$ cat src/rtl/alu_flags_pkg.sv
package alu_flags_pkg;

  localparam int FLAGS_W = 16;

  typedef enum logic [1:0] {
    OP_ADD  = 2'd0,
    OP_ADC  = 2'd1,
    OP_AND  = 2'd2,
    OP_PRIV = 2'd3
  } alu_op_e;

  // flag bit positions; a neighbouring decoder reads this layout
  localparam int FB_CF = 0;
  localparam int FB_PF = 2;
  localparam int FB_AF = 4;
  localparam int FB_ZF = 6;
  localparam int FB_SF = 7;
  localparam int FB_TF = 8;
  localparam int FB_IF = 9;
  localparam int FB_DF = 10;
  localparam int FB_OF = 11;

  localparam logic [FLAGS_W-1:0] FIXED_ONE  = 16'h0002;
  localparam logic [FLAGS_W-1:0] FIXED_ZERO = 16'h0028;
  localparam logic [FLAGS_W-1:0] FLAGS_RST  = FIXED_ONE;

  localparam logic [FLAGS_W-1:0] M_LOGIC =
    (16'd1 << FB_CF) | (16'd1 << FB_PF) | (16'd1 << FB_ZF) |
    (16'd1 << FB_SF) | (16'd1 << FB_OF);
  localparam logic [FLAGS_W-1:0] M_ARITH = M_LOGIC | (16'd1 << FB_AF);
  localparam logic [FLAGS_W-1:0] M_PRIV  = (16'd1 << FB_ZF);

  function automatic logic even_ones8(input logic [7:0] v);
    return ~(^v);
  endfunction

  function automatic logic [FLAGS_W-1:0] op_mask(input alu_op_e o);
    case (o)
      OP_ADD, OP_ADC: return M_ARITH;
      OP_AND:         return M_LOGIC;
      default:        return M_PRIV;
    endcase
  endfunction

endpackage

$ cat src/rtl/alu_core.sv
module alu_core
  import alu_flags_pkg::*;
#(
  parameter int W = 16
) (
  input  alu_op_e              op,
  input  logic                 wide,
  input  logic [W-1:0]         dst,
  input  logic [W-1:0]         src,
  input  logic                 cin,
  output logic [W-1:0]         res,
  output logic [FLAGS_W-1:0]   fval,
  output logic [FLAGS_W-1:0]   fmask,
  output logic                 rpl_raise
);
  localparam int H = W / 2;

  logic [W-1:0] a, b, sum_r, and_r, priv_r;
  logic [W:0]   sum_full;
  logic [4:0]   nib;
  logic         c_in, carry, ovf, top;

  function automatic logic top_bit(input logic [W-1:0] v, input logic w);
    return w ? v[W-1] : v[H-1];
  endfunction

  always_comb begin
    a = wide ? dst : {{(W-H){1'b0}}, dst[H-1:0]};
    b = wide ? src : {{(W-H){1'b0}}, src[H-1:0]};
    c_in = (op == OP_ADC) && cin;
    sum_full = {1'b0, a} + {1'b0, b} + {{W{1'b0}}, c_in};
    nib = {1'b0, a[3:0]} + {1'b0, b[3:0]} + {4'b0, c_in};
    sum_r = wide ? sum_full[W-1:0] : {{(W-H){1'b0}}, sum_full[H-1:0]};
    carry = wide ? sum_full[W] : sum_full[H];
    ovf = (top_bit(a, wide) == top_bit(b, wide)) &&
          (top_bit(sum_r, wide) != top_bit(a, wide));
    and_r = a & b;
    rpl_raise = dst[1:0] < src[1:0];
    priv_r = rpl_raise ? {dst[W-1:2], src[1:0]} : dst;
  end

  always_comb begin
    fval  = '0;
    fmask = op_mask(op);
    res   = '0;
    top   = 1'b0;
    case (op)
      OP_ADD, OP_ADC: begin
        res = sum_r;
        fval[FB_CF] = carry;
        fval[FB_AF] = nib[4];
        fval[FB_OF] = ovf;
      end
      OP_AND: begin
        res = and_r;
        fval[FB_CF] = 1'b0;
        fval[FB_OF] = 1'b0;
      end
      default: begin
        res = priv_r;
      end
    endcase
    top = top_bit(res, wide);
    fval[FB_SF] = top;
    fval[FB_PF] = even_ones8(res[7:0]);
    fval[FB_ZF] = (op == OP_PRIV) ? rpl_raise : (res == '0);
  end

endmodule

$ cat src/rtl/alu_flag_reg.sv
module alu_flag_reg
  import alu_flags_pkg::*;
(
  input  logic               clk,
  input  logic               rst_n,
  input  logic               load,
  input  logic [FLAGS_W-1:0] fval,
  input  logic [FLAGS_W-1:0] fmask,
  output logic [FLAGS_W-1:0] flags_q
);
  logic [FLAGS_W-1:0] merged;

  always_comb begin
    merged = (flags_q & ~fmask) | (fval & fmask);
    merged = (merged | FIXED_ONE) & ~FIXED_ZERO;
  end

  always_ff @(posedge clk) begin
    if (!rst_n)    flags_q <= FLAGS_RST;
    else if (load) flags_q <= merged;
  end

  AST_FIXED_BITS: assert property (@(posedge clk) disable iff (!rst_n)
    load |=> (flags_q[1] && !flags_q[3] && !flags_q[5]));
  AST_FLAGS_QUIET: assert property (@(posedge clk) disable iff (!rst_n)
    !load |=> $stable(flags_q));
  AST_UNMASKED_KEEP: assert property (@(posedge clk) disable iff (!rst_n)
    load |=> (((flags_q ^ $past(flags_q)) & ~$past(fmask)) == '0));

endmodule

$ cat src/rtl/alu_flags_unit.sv
module alu_flags_unit
  import alu_flags_pkg::*;
#(
  parameter int W = 16
) (
  input  logic         clk,
  input  logic         rst_n,
  input  logic         start,
  input  logic [1:0]   op,
  input  logic         wide,
  input  logic [W-1:0] dst_in,
  input  logic [W-1:0] src_in,
  output logic [W-1:0] result,
  output logic [15:0]  flags,
  output logic         done
);
  alu_op_e            op_e, op_q;
  logic [W-1:0]       core_res;
  logic [FLAGS_W-1:0] fval, fmask;
  logic               rpl_raise, rpl_q;

  assign op_e = alu_op_e'(op);

  alu_core #(.W(W)) u_core (
    .op(op_e), .wide(wide), .dst(dst_in), .src(src_in),
    .cin(flags[FB_CF]), .res(core_res), .fval(fval), .fmask(fmask),
    .rpl_raise(rpl_raise)
  );

  alu_flag_reg u_flags (
    .clk(clk), .rst_n(rst_n), .load(start), .fval(fval), .fmask(fmask),
    .flags_q(flags)
  );

  always_ff @(posedge clk) begin
    if (!rst_n) begin
      result <= '0;
      done   <= 1'b0;
      op_q   <= OP_ADD;
      rpl_q  <= 1'b0;
    end else begin
      done <= start;
      if (start) begin
        result <= core_res;
        op_q   <= op_e;
        rpl_q  <= rpl_raise;
      end
    end
  end

  AST_DONE_FOLLOWS: assert property (@(posedge clk) disable iff (!rst_n)
    start |=> done);
  AST_DONE_CAUSE: assert property (@(posedge clk) disable iff (!rst_n)
    $rose(done) |-> $past(start));
  AST_AND_CLEARS: assert property (@(posedge clk) disable iff (!rst_n)
    (done && op_q == OP_AND) |-> (!flags[FB_CF] && !flags[FB_OF]));
  AST_PRIV_ZF: assert property (@(posedge clk) disable iff (!rst_n)
    (done && op_q == OP_PRIV) |-> (flags[FB_ZF] == rpl_q));
  AST_RESULT_HOLD: assert property (@(posedge clk) disable iff (!rst_n)
    !start |=> $stable(result));

endmodule

$ cat config.mk
export PLATFORM = sky130hd
export DESIGN_NAME = alu_flags_unit
export DESIGN_NICKNAME = d
export VERILOG_FILES = /design/src/rtl/alu_flags_pkg.sv /design/src/rtl/alu_core.sv /design/src/rtl/alu_flag_reg.sv /design/src/rtl/alu_flags_unit.sv
export SDC_FILE = /design/constraint.sdc
export NUM_CORES = 1
export LEC_CHECK = 0
export ABC_AREA = 1
export BUFFER_PORTS_ARGS = -buffer_cell sky130_fd_sc_hd__clkbuf_2
export CAP_MARGIN = 40
export CORE_ASPECT_RATIO = 0.5
export CORE_MARGIN = 8
export CORE_UTILIZATION = 55
export CTS_CLUSTER_DIAMETER = 150
export DETAILED_ROUTE_END_ITERATION = 10
export GPL_ROUTABILITY_DRIVEN = 0
export MAX_ROUTING_LAYER = met4
export PLACE_DENSITY = 0.83
export SYNTH_ARGS = -nofsm -noshare
export SYNTH_HDL_FRONTEND = slang
export SYNTH_SLANG_ARGS = --single-unit
$ cat constraint.sdc
create_clock -name clk -period 3.9 [get_ports clk]
set_input_delay 0.195 -clock clk [delete_from_list [all_inputs] [get_ports clk]]
set_output_delay 0.195 -clock clk [all_outputs]
set_load 0.005 [all_outputs]
# ---- Word-level counts from Yosys, hierarchy flattened
# Cells that the tools add are included.
dict set report classes {
  n_addsub 4
  mux 15
  n_eq_ne 5
  bitwise_logic 6
  n_reduce_logical 6
  order_cmp 1
}
# cell count
set ops {}
lappend ops {{$mux 16} 3}
lappend ops {{$and 16x16->16} 2}
lappend ops {{$pmux 16 s2} 1}
lappend ops {{$pmux 12 s2} 1}
lappend ops {{$add 16x16->17} 1}
lappend ops {{$add 17x1->17} 1}
lappend ops {{$logic_not 16->1} 1}
lappend ops {{$not 12->16} 1}
lappend ops {{$or 16x16->16} 1}
lappend ops {{$and 12x12->12} 1}
lappend ops {{$mux 1} 9}
lappend ops {{$reduce_xor 8->1} 1}
lappend ops {{$add 4x4->5} 1}
lappend ops {{$add 5x1->5} 1}
lappend ops {{$eq 2x2->1 const B} 2}
lappend ops {{$eq 2x1->1 const B} 1}
lappend ops {{$logic_and 1x1->1} 2}
lappend ops {{$logic_not 2->1} 1}
lappend ops {{$lt 2x2->1} 1}
lappend ops {{$mux 2} 1}
lappend ops {{$reduce_or 2->1} 1}
lappend ops {{$eq 1x1->1} 1}
lappend ops {{$ne 1x1->1} 1}
lappend ops {{$not 1->1} 1}
dict set report totals {
  in_bits 38
  wordCells 40
  register_bits 30
  output_inout_bits 33
}

# ---- Depth between registers and ports, before layout
dict set report logic_depth {
  word_depth 10
  ltp_mapped 21
  depth_no_buf 20
}

# ---- Hierarchy
# Synthesis repeated with hierarchy kept, for this count alone.
dict set report hier_totals {
  hier_cells 585
  area_unflattened_um2 3304.4
}
# module n_inst seq_area_each_um2 area_each_um2 cells_each
set by_module_without_submodules {}
lappend by_module_without_submodules {alu_core 1 0.0 1974.4 382}
lappend by_module_without_submodules {alu_flags_unit 1 340.3 721.9 105}
lappend by_module_without_submodules {alu_flag_reg 1 260.2 608.1 98}

# ---- Least setup slack after synthesis
# Ideal clock, no wire load.
dict set report synth_timing {
  kind {in2reg}
  from {input op[1]}
  to {register with a tool-made name}
  setup_ns 0.122
  t_required_ns 3.778
  path_stages 16
  t_arrival_ns 2.514
  slack_ns 1.264
  path_cell_list {buf_4 inv_2 nand3_1 fa_1 fa_1 inv_1 nand3_1 nand3_1 or2_2 nand3_1 o211ai_1 inv_1 ha_1 xor2_1 xnor2_1 a21oi_1}
}
# element line_no
set synth_rtl {}
lappend synth_rtl {{start, declared} alu_flags_unit.sv:9} ;# input logic [1:0] op,

==> run metrics <==
detailed router's first-iteration violation count=239; fmax=339.2 MHz; min-delay src=dst_in[2]; Reg2Reg Depth=19; drt drc=0; RSZ-0062 raised after global routing=no; I/O pins=71; first-pass GRT wire length=12.06 mm; multi-input logic area=~1700 sq um; worst hold stages=5; Pleak=between 1.5 and 2 nW; CTS tree=done; Remaining Overflow, GRT=0; FF+latch count, synth=23; endpoints failing setup=0; fill count=around 440; clock slew at reported path FFs=about 0.080 ns; WS Path Type=flop to flop; detailed-route via count=2905; most used routing layer=met2; GRT Util Overall=20.15%; chip height=65.05 um; port buffer count=60; post-synthesis sequential area ratio=~17%; final wirelength=approximately 7.4 mm; crit end category=flop; core footprint=between 4000 and 5000 sq um; Hold Violations, Final=0; Post-CTS Setup Bufs=0; Pwr Density=approximately 240 nW/um^2; HP Class=primary input to flop; actual slew at the worst max-slew pin=roughly 0.63 ns; Avg WL per Cell=roughly 13 um; H-tree Lvls=1; vias in the first global route=about 2700; largest net degree at the start of global routing=34; Max IR drop VDD=approximately 0.27 mV; Die Footprint=roughly 7400 sq um; number of library cell types mapped by synthesis=32; Initial Util=about three fifths; clock buffer depth=2; clk root buf=clkbuf_8; Max-Cap Viols=0; Mapped Cells=between 400 and 500; Final HPWL DP=about 6 mm; GR Util met1=between 20% and 30%; crit path DAT=between 3 and 4 ns; num rows=17; hold_buf cts=0; initial antenna violation count=0; worst path required time=between 4 and 5 ns; # clock sinks=23; area delta synth->final=12.43%; synthesized area=approximately 2600 sq um; # diodes=0; fin nets=566; Final Skew=roughly 0.0044 ns; critical-path maximum fanout=5; Sequential Area=approximately 460 sq um; Worst setup SP type=flop; DR vias/cell=5.114; post_cts resized=0; Final Slew Violations=0; status=finished, final reports clean; cts bufs inserted=3; period utilization=between 70% and 80%; share of cells above drive strength 1=~17%; met2 Track Usage GR=between 20% and 30%; worst hold margin=approximately 0.33 ns; fin crit period=~2.9 ns; clk_lat worst skew=~0.26 ns; Die X=114.1 um; Detail Route Antenna Nets=0; DRT Pass-1 Iters=5; Yosys warning total=0; Avg Cell Area, Syn=5.855 sq um; Max-slew headroom=58.07%; grt met3 use=roughly 3.4%; setup TNS=0 ns
-- logic make-up after synthesis --
kind of cell	count (synthesis)	synth area share [%]
simple gates	212	34.66
compound gates	66	15.13
buf+inv	120	18.82
fa+ha+maj	25	12.39
other cells	2	0.2838
flops	23	17.40
xor+xnor	4	1.324
-- cells in the final DEF, fill, tap and decap left out, drive strengths merged --
master    n
o211ai   19
dfxtp    23
conb     10
ha       23
inv      98
xnor2     2
a221oi    1
nor2     32
clkbuf   63
fa        2
xor2      2
nand3    36
nand3b    1
o22ai     3
a22o      2
and2      1
or2       2
a21oi    22
o21ai    19
nand2   133
clkinv    1
and3      1
nand4     6
-- cells in the mapped netlist (all sizes together) --
master,n,area share (%)
a21oi,22,4.4
nand3b,1,0.28
o211ai,19,5.4
and2,1,0.24
xor2,2,0.66
a22o,2,0.66
and3,1,0.24
o22ai,3,0.71
clkbuf,6,0.85
nand3,36,7.8
inv,98,14
ha,23,11
a221oi,1,0.33
xnor2,2,0.66
buf,16,4.1
or2,2,0.47
nand4,6,1.4
dfxtp,23,17
fa,2,1.5
o21ai,19,3.6
nor2,32,5.0
conb,2,0.28
nand2,133,19
-- cell type report --
type	count	share of cell area, %
clock inverters	1	0.1682
clock buffers	3	1.388
well taps	66	2.775
inverters	98	12.36
repair buffers	60	10.09
multi-input cells	317	57.74
flip-flops and latches	23	15.48
-- per-stage QoR --
step | util [%] | setup WS, ns | instances | instance area [sq um] | total power, mW
6_report | 65.98 | 0.9522 | 568 | 2975 | 0.7277
5_1_grt | 65.98 | 0.6120 | 568 | 2975 | 0.7858
4_1_cts | 65.98 | 0.9787 | 568 | 2975 | 0.7267
3_5_place_dp | 64.96 | 0.8968 | 564 | 2929 | 0.5841
3_3_place_gp | 64.96 | 1.054 | 564 | 2929 | 0.5800
2_1_floorplan | - | 1.264 | 460 | 2676 | 0.4982
-- layer usage --
metal | vias to the layer above | part of all wire [%]
li1 | 1499 | -
met1 | 1277 | 49
met2 | 125 | 41
met3 | 4 | 9.2
met4 | 0 | 0.49
met5 | - | 0
-- path summary, 6_finish.rpt --
path / endpoint / slack, ns
setup / recovery: u_flags.flags_q[6] / 0.95
hold reg to reg: flop / 0.47
hold / removal: result[2] / 0.33
setup reg to reg: u_flags.flags_q[6] / 0.95
-- where the power goes --
group	switching [mW]	internal (mW)	leakage [nW]	total [mW]
clock network	0.0714	0.0711	0.0255	0.143
registers	0.00939	0.253	0.190	0.262
logic	0.199	0.124	1.65	0.323
total	0.280	0.448	1.86	0.728
-- worst max-delay path, stage by stage (launching register included) --
cell      delay, ns
dfxtp_1        0.38
nand3_1        0.11
fa_1           0.41
fa_1           0.38
inv_1          0.14
nand3_1        0.11
nand3_1        0.13
nand2_1        0.07
nand3_1        0.08
o211ai_1       0.10
inv_1          0.09
ha_1           0.14
nand2_1        0.04
nor2_1         0.10
nand3_1        0.08
nor2_1         0.10
nand3_1        0.07
nor2_1         0.09
nand3_1        0.08
a21oi_1        0.16
No activity file was read; power rests on OpenSTA's default activity.
